## config.mk

```make
export PLATFORM = sky130hd
export DESIGN_NAME = nibble_lane_serializer
export DESIGN_NICKNAME = d
export VERILOG_FILES = /design/src/rtl/nls_pkg.sv /design/src/rtl/nls_bit_timer.sv /design/src/rtl/nls_lane_shifter.sv /design/src/rtl/nls_lu_framer.sv /design/src/rtl/nibble_lane_serializer.sv
export SDC_FILE = /design/constraint.sdc
export NUM_CORES = 1
export LEC_CHECK = 0
export ABC_AREA = 1
export CAP_MARGIN = 20
export CORE_ASPECT_RATIO = 1.5
export CORE_MARGIN = 1.5
export CORE_UTILIZATION = 42
export CTS_BUF_LIST = sky130_fd_sc_hd__clkbuf_16
export CTS_CLUSTER_DIAMETER = 200
export DETAILED_ROUTE_END_ITERATION = 16
export PLACE_DENSITY = 0.73
export SLEW_MARGIN = 20
export SYNTH_ARGS = -nofsm -noshare
export SYNTH_HDL_FRONTEND = slang
export SYNTH_SLANG_ARGS = --single-unit
```

## constraint.sdc

```tcl
create_clock -name clk -period 1.35 [get_ports clk]
set_input_delay 0.27 -clock clk [delete_from_list [all_inputs] [get_ports clk]]
set_output_delay 0.27 -clock clk [all_outputs]
set_load 0.02 [all_outputs]
```

## src/rtl/nls_pkg.sv

```systemverilog
// Package: shared helpers for the nibble-striped lane serializer.
// Assumes byte counts fit in an int unsigned.
package nls_pkg;

    // Phase of the per-word bit timer.
    typedef enum logic {
        PH_IDLE  = 1'b0,
        PH_SHIFT = 1'b1
    } phase_e;

    // Clamp a byte count to [min_b, max_b] and round it up to whole words.
    function automatic int unsigned lu_word_count(
        input int unsigned bytes,
        input int unsigned min_b,
        input int unsigned max_b,
        input int unsigned word_bytes
    );
        int unsigned b;
        b = (bytes < min_b) ? min_b : ((bytes > max_b) ? max_b : bytes);
        return (b + word_bytes - 1) / word_bytes;
    endfunction

endpackage

```

## src/rtl/nls_bit_timer.sv

```systemverilog
// Module: bit-time counter for one word in flight.
// Holds the shift phase and bit index, raises ready when idle or on the
// last bit-time. Assumes BITS >= 2 and that load is only pulsed while
// ready is high.
module nls_bit_timer
    import nls_pkg::*;
#(
    parameter int BITS  = 4,
    parameter int CNT_W = $clog2(BITS)
) (
    input  logic             clk,
    input  logic             rst_n,
    input  logic             load,
    output logic             busy,
    output logic [CNT_W-1:0] bit_idx,
    output logic             ready
);

    phase_e     phase;
    logic       last_bit;

    // Last bit-time of the current word.
    assign last_bit = (phase == PH_SHIFT) && (bit_idx == CNT_W'(BITS - 1));
    // A new word fits when nothing shifts or the current one ends now.
    assign ready    = (phase == PH_IDLE) || last_bit;
    assign busy     = (phase == PH_SHIFT);

    // Advance the bit index, restart it on a load, go idle after the last bit.
    always_ff @(posedge clk) begin
        if (!rst_n) begin
            phase   <= PH_IDLE;
            bit_idx <= '0;
        end else if (load) begin
            phase   <= PH_SHIFT;
            bit_idx <= '0;
        end else if (phase == PH_SHIFT) begin
            if (last_bit) begin
                phase   <= PH_IDLE;
                bit_idx <= '0;
            end else begin
                bit_idx <= bit_idx + CNT_W'(1);
            end
        end
    end

    // right after a load the block must refuse the next word.
    a_r3_hold_off: assert property (@(posedge clk) disable iff (!rst_n)
        load |=> !ready);

    // a load always opens a shift window.
    a_r2_busy_after_load: assert property (@(posedge clk) disable iff (!rst_n)
        load |=> (busy && bit_idx == '0));

    // load only happens when ready.
    a_r3_load_when_ready: assert property (@(posedge clk) disable iff (!rst_n)
        load |-> ready);

endmodule

```

## src/rtl/nls_lane_shifter.sv

```systemverilog
// Module: one nibble shift register per lane.
// On load each lane takes its own nibble of the word; while shifting it
// moves towards the MSB and fills with zero, so an idle lane reads 0.
module nls_lane_shifter #(
    parameter int LANES = 8,
    parameter int NIB_W = 4,
    localparam int WORD_W = LANES * NIB_W
) (
    input  logic              clk,
    input  logic              rst_n,
    input  logic              load,
    input  logic              shift_en,
    input  logic [WORD_W-1:0] word,
    output logic [LANES-1:0]  lane_out
);

    for (genvar n = 0; n < LANES; n++) begin : g_lane
        logic [NIB_W-1:0] nib;

        // Capture this lane's nibble or shift it one place towards the MSB.
        always_ff @(posedge clk) begin
            if (!rst_n) begin
                nib <= '0;
            end else if (load) begin
                nib <= word[n*NIB_W +: NIB_W];
            end else if (shift_en) begin
                nib <= {nib[NIB_W-2:0], 1'b0};
            end
        end

        // Serial output is the nibble MSB.
        assign lane_out[n] = nib[NIB_W-1];
    end

endmodule

```

## src/rtl/nls_lu_framer.sv

```systemverilog
// Module: LU boundary tracker.
// Counts the words left in the current LU, reads the length setting only
// at the first word of an LU, and marks that word as first. A start
// marker on an accepted word always opens a new LU.
module nls_lu_framer
    import nls_pkg::*;
#(
    parameter int CFG_W      = 5,
    parameter int MIN_BYTES  = 16,
    parameter int MAX_BYTES  = 20,
    parameter int WORD_BYTES = 4,
    localparam int MAX_WORDS = (MAX_BYTES + WORD_BYTES - 1) / WORD_BYTES,
    localparam int WCNT_W    = $clog2(MAX_WORDS + 1)
) (
    input  logic             clk,
    input  logic             rst_n,
    input  logic             accept,
    input  logic             sol,
    input  logic [CFG_W-1:0] cfg_bytes,
    output logic             first_q
);

    logic [WCNT_W-1:0] words_left;
    logic              lu_start;
    int unsigned       new_words;

    // A word opens an LU when marked, or when the previous LU is complete.
    assign lu_start  = sol || (words_left == '0);
    // Length of an LU opened now, from the current setting.
    assign new_words = lu_word_count(int'(cfg_bytes), MIN_BYTES, MAX_BYTES,
                                     WORD_BYTES);

    // Load the word budget at an LU start, otherwise spend one word.
    always_ff @(posedge clk) begin
        if (!rst_n) begin
            words_left <= '0;
            first_q    <= 1'b0;
        end else if (accept) begin
            if (lu_start) begin
                words_left <= WCNT_W'(new_words - 1);
                first_q    <= 1'b1;
            end else begin
                words_left <= words_left - WCNT_W'(1);
                first_q    <= 1'b0;
            end
        end
    end

    // the budget never exceeds the longest LU.
    a_r4_budget_bound: assert property (@(posedge clk) disable iff (!rst_n)
        words_left <= WCNT_W'(MAX_WORDS - 1));

    // a marked word is always the first word of its LU.
    a_r8_marker_first: assert property (@(posedge clk) disable iff (!rst_n)
        (accept && sol) |=> first_q);

    // words left over hold while no word is accepted.
    a_r6_budget_hold: assert property (@(posedge clk) disable iff (!rst_n)
        !accept |=> $stable(words_left));

endmodule

```

## src/rtl/nibble_lane_serializer.sv

```systemverilog
// Module: top of the nibble-striped lane serializer.
// Accepts one word per four bit-times over valid/ready, stripes its
// nibbles onto eight lanes MSB first and strobes the LU start on every
// lane. Assumes cfg_lu_bytes is stable around the accepting edge.
module nibble_lane_serializer
    import nls_pkg::*;
#(
    parameter int WORD_W       = 32,
    parameter int NIB_W        = 4,
    parameter int CFG_W        = 5,
    parameter int LU_MIN_BYTES = 16,
    parameter int LU_MAX_BYTES = 20
) (
    input  logic                    clk,
    input  logic                    rst_n,
    input  logic [CFG_W-1:0]        cfg_lu_bytes,
    input  logic                    in_valid,
    output logic                    in_ready,
    input  logic [WORD_W-1:0]       in_data,
    input  logic                    in_sol,
    output logic [WORD_W/NIB_W-1:0] lane_data,
    output logic [WORD_W/NIB_W-1:0] lane_frame,
    output logic                    lane_busy
);

    localparam int LANES      = WORD_W / NIB_W;
    localparam int WORD_BYTES = WORD_W / 8;
    localparam int BCNT_W     = $clog2(NIB_W);

    logic              accept;
    logic              busy;
    logic              shift_en;
    logic              first_q;
    logic [BCNT_W-1:0] bit_idx;

    // Handshake completes when both sides agree.
    assign accept   = in_valid && in_ready;
    // Shift on every busy cycle that does not reload.
    assign shift_en = busy && !accept;

    nls_bit_timer #(
        .BITS  (NIB_W),
        .CNT_W (BCNT_W)
    ) u_timer (
        .clk     (clk),
        .rst_n   (rst_n),
        .load    (accept),
        .busy    (busy),
        .bit_idx (bit_idx),
        .ready   (in_ready)
    );

    nls_lane_shifter #(
        .LANES (LANES),
        .NIB_W (NIB_W)
    ) u_shift (
        .clk      (clk),
        .rst_n    (rst_n),
        .load     (accept),
        .shift_en (shift_en),
        .word     (in_data),
        .lane_out (lane_data)
    );

    nls_lu_framer #(
        .CFG_W      (CFG_W),
        .MIN_BYTES  (LU_MIN_BYTES),
        .MAX_BYTES  (LU_MAX_BYTES),
        .WORD_BYTES (WORD_BYTES)
    ) u_frame (
        .clk       (clk),
        .rst_n     (rst_n),
        .accept    (accept),
        .sol       (in_sol),
        .cfg_bytes (cfg_lu_bytes),
        .first_q   (first_q)
    );

    // Strobe all lanes on the first bit-time of an LU's first word.
    assign lane_frame = {LANES{first_q && busy && (bit_idx == '0)}};
    assign lane_busy  = busy;

    // each lane's first bit is the top bit of its own nibble.
    for (genvar n = 0; n < LANES; n++) begin : g_chk
        a_r1_msb_first: assert property (@(posedge clk) disable iff (!rst_n)
            accept |=> (lane_data[n] == $past(in_data[n*NIB_W + NIB_W - 1])));
    end

    // the strobe lasts a single bit-time.
    a_r7_frame_single: assert property (@(posedge clk) disable iff (!rst_n)
        lane_frame[0] |=> !lane_frame[0]);

    // an idle block drives quiet lanes.
    a_r9_idle_quiet: assert property (@(posedge clk) disable iff (!rst_n)
        !lane_busy |-> (lane_data == '0 && lane_frame == '0 && in_ready));

endmodule

```

==> impl_metrics.py, run 1 <==
metrics = {
    "outcome": {
        "outcome": "finished, violations left",
        "violations": "setup timing",
    },
    "timing": {
        "setup_slack_ns": -0.252,
        "tns_ns": -8.56,
        "finClkSkew_ns": 0.00319,
        "period_minus_slack_ns": 1.60,
        "fmax_mhz": 624,
        "slew_violations": 0,
        "setup_viol": 47,
        "fin_hold_ws_ns": 0.462,
        "rsz0062_at_grt": "true",
        "hold_viol": 0,
        "tightest_slew_ns": 0.239,
        "slew_headroom_pct": 83.9,
        "period_share_pct": 119,
    },
    "yosys": {
        "synth-edff-count": 0,
        "synth_nets": 356,
        "ys_top_cells_by_area": "dfxtp_1, nand2_1, nor2_1, inv_1, nand3_1",
        "postSynthAreaPerCell_um2": 6.37,
        "ys_top_cells_by_count": "nand2_1, nor2_1, dfxtp_1",
        "ys_seq_elements": 39,
        "synth-async-reset-ratio_pct": 0,
        "yosys_warnings": 0,
        "yosysTopAreaCellShare_pct": 39.3,
        "synth_cell_types": 17,
        "synth-seq-area-share_pct": 39.3,
        "synthFlopType": "dfxtp_1",
        "netlist_area_um2": 1990,
        "yosysMostFrequentCell": "nand2_1",
        "yosysTopAreaCell": "dfxtp_1",
        "syn-instance-count": 312,
    },
    "clock_network": {
        "clk_latency_ns": 0.28,
        "cts-root-buf": "clkbuf_16",
        "clock_path_buffers": 2,
        "cts_hold_buf": 0,
        "cts-buffers-inserted": 5,
        "cts_tree": "yes",
        "clk_pin_slew_ns": 0.06,
        "htree_levels": 2,
        "numClockSinks": 39,
    },
    "setup_path": {
        "worstPathArrival_ns": 1.33,
        "crit_fanout": 6,
        "rr_endpoint": "u_shift.g_lane[2].nib[3]",
        "rr_worst_depth": 11,
        "reg2reg_from": "u_timer.bit_idx[0]",
        "cp-end-kind": "output port",
        "r2r_setup_slack_ns": -0.24,
        "worstPathRequired_ns": 1.08,
        "start_kind": "flop",
        "critPathKind": "reg -> out",
    },
    "global_route": {
        "grt-ovfl-total": 0,
        "grt_pass1_wl_um": 7180,
        "grt_pass1_vias": 1711,
        "grt_usage_pct": 18.1,
        "grt_max_degree": 39,
        "antenna_found_initial": 0,
    },
    "power_and_ir_drop": {
        "p_leak_nw": 1.70,
        "ir_drop_v": 0.000782,
        "powerDensity_nw_per_um2": 1050,
    },
    "die": {
        "start_util_pct": 43.8,
        "core_area_um2": 4540,
        "fp-row-count": 30,
        "dieHeight_um": 87.3,
        "pin_count": 59,
        "dieArea_um2": 5160,
        "die_w_um": 59.2,
    },
    "routing": {
        "drc": 0,
        "drt_iter0_drc": 43,
        "avgRoutedWirePerCell_um": 11.5,
        "dr_total_vias": 2063,
        "viasPerCell": 4.60,
        "ant_nets": 0,
        "detail_route.wirelength_um": 5160,
        "dr.pass1.iters": 4,
    },
    "placement": {
        "port-buffer-count": 58,
        "place_inst": 427,
        "gp_congestion": 0.794,
        "dp_hpwl_um": 2890,
    },
    "layout": {
        "multi_input_area_um2": 1120,
        "final_cells": 448,
        "area.sequential_um2": 785,
        "syn2layout_area_growth_pct": 63.1,
        "utilization_pct": 71.4,
        "nFillCells": 352,
        "drive_above_1_share_pct": 27.9,
        "nets": 427,
        "antenna_cells": 0,
    },
    "worst_hold_path": {
        "hp-start": "u_frame.words_left[0]",
        "hold_end": "u_frame.words_left[0]",
        "holdPathStages": 2,
        "min_path_type": "reg -> reg",
    },
    "run": {
        "cap_violations": 0,
    },
}
worst max-delay path: stages (launching register included):
cell and delay [ns]:
dfxtp_2 0.33, inv_2 0.08, ha_4 0.13, nand2_4 0.04, nor2_4 0.21, buf_6 0.15
buf_6 0.11
stage by stage:
step / worst slack (ns) / total power, W / instance area [µm²]
global placement: -0.283 / 0.00197 / 2670
floorplan: 0.0129 / 0.00171 / 2000
finish: -0.252 / 0.00342 / 3240
detailed placement: -0.334 / 0.00198 / 2670
global route: -0.310 / 0.00358 / 3240
CTS: -0.220 / 0.00329 / 2930
repair_timing:
action	4_1_cts	5_1_grt
endpoints found under the setup margin	55	48
hold endpoints to repair	0	0
pin swaps	5	22
gates cloned	1	3
setup buffers	5	6
resized for setup	81	64
layout by cell type (no fill, tap or decap), types with 2 or more instances in the layout:
master and n:
buf_6 16, dfxtp_2 3, a21oi_1 11, nand2_2 10
nor2_4 2, buf_4 22, inv_2 5, nor2_1 56
clkbuf_16 7, buf_12 4, nand2_4 12, ha_4 2
dlygate4sd2_1 8, nand2_1 83, dfxtp_1 36, nand3_1 8
nand3_2 17, clkdlybuf4s50_1 40, inv_1 30
worst max-delay path by stage:
stage | to | start | cells past startpoint
2_1_floorplan | lane_frame[1] | u_timer.busy | 4
3_3_place_gp | lane_frame[2] | u_timer.bit_idx[0] | 5
3_5_place_dp | lane_frame[1] | u_timer.bit_idx[0] | 5
6_report | lane_frame[2] | u_timer.bit_idx[0] | 6
5_1_grt | u_shift.g_lane[4].nib[3] | u_timer.bit_idx[0] | 11
4_1_cts | lane_frame[2] | u_timer.bit_idx[0] | 6
cell families after synthesis:
| group | Yosys count | synth area share [%] |
|---|---|---|
| AND/OR/NAND/NOR | 188 | 37.4 |
| buffers and inverters | 66 | 16.6 |
| flip-flops | 39 | 39.3 |
| AO/OA/AOI/OAI | 16 | 4.78 |
| adder cells (fa/ha/maj) | 3 | 1.89 |
final cells by class:
| class | count | area share, % |
|---|---|---|
| clock inverters | 3 | 1.20 |
| repair buffers | 93 | 29.3 |
| flip-flops and latches | 39 | 24.2 |
| inverters | 37 | 4.52 |
| well taps | 64 | 2.47 |
| multi-input cells | 207 | 34.4 |
| clock buffers | 5 | 3.86 |
routing by layer:
metal  up-vias  part of all wire, %  GRT usage [%]
li1       1063                    -              -
met1       926                   38           19.6
met5         -                    0              0
met2        63                   55           31.9
met4         0                  3.1           9.71
met3        11                  4.5           3.71
state kept, by name (all words and copies together), names as in the netlist:
name / cells
u_shift.g_lane.nib: 32
u_frame.words_left: 3
u_timer.bit_idx: 2
u_frame.first_q: 1
u_timer.busy: 1
report_power, final:
group          total, W  internal (W)  switching (W)
clock network   0.00130      0.000861       0.000436
logic          0.000820      0.000418       0.000402
registers       0.00130       0.00124      0.0000590
total           0.00342       0.00252       0.000897
Power figures use the tool's default switching activity.
==> run 2: changes to the inputs <==
Settings changed: CAP_MARGIN 20 to 5, SLEW_MARGIN 20 to default.
==> results of run 2 <==
Same layout as run 1: the final DEF is identical, and so are final timing and power.
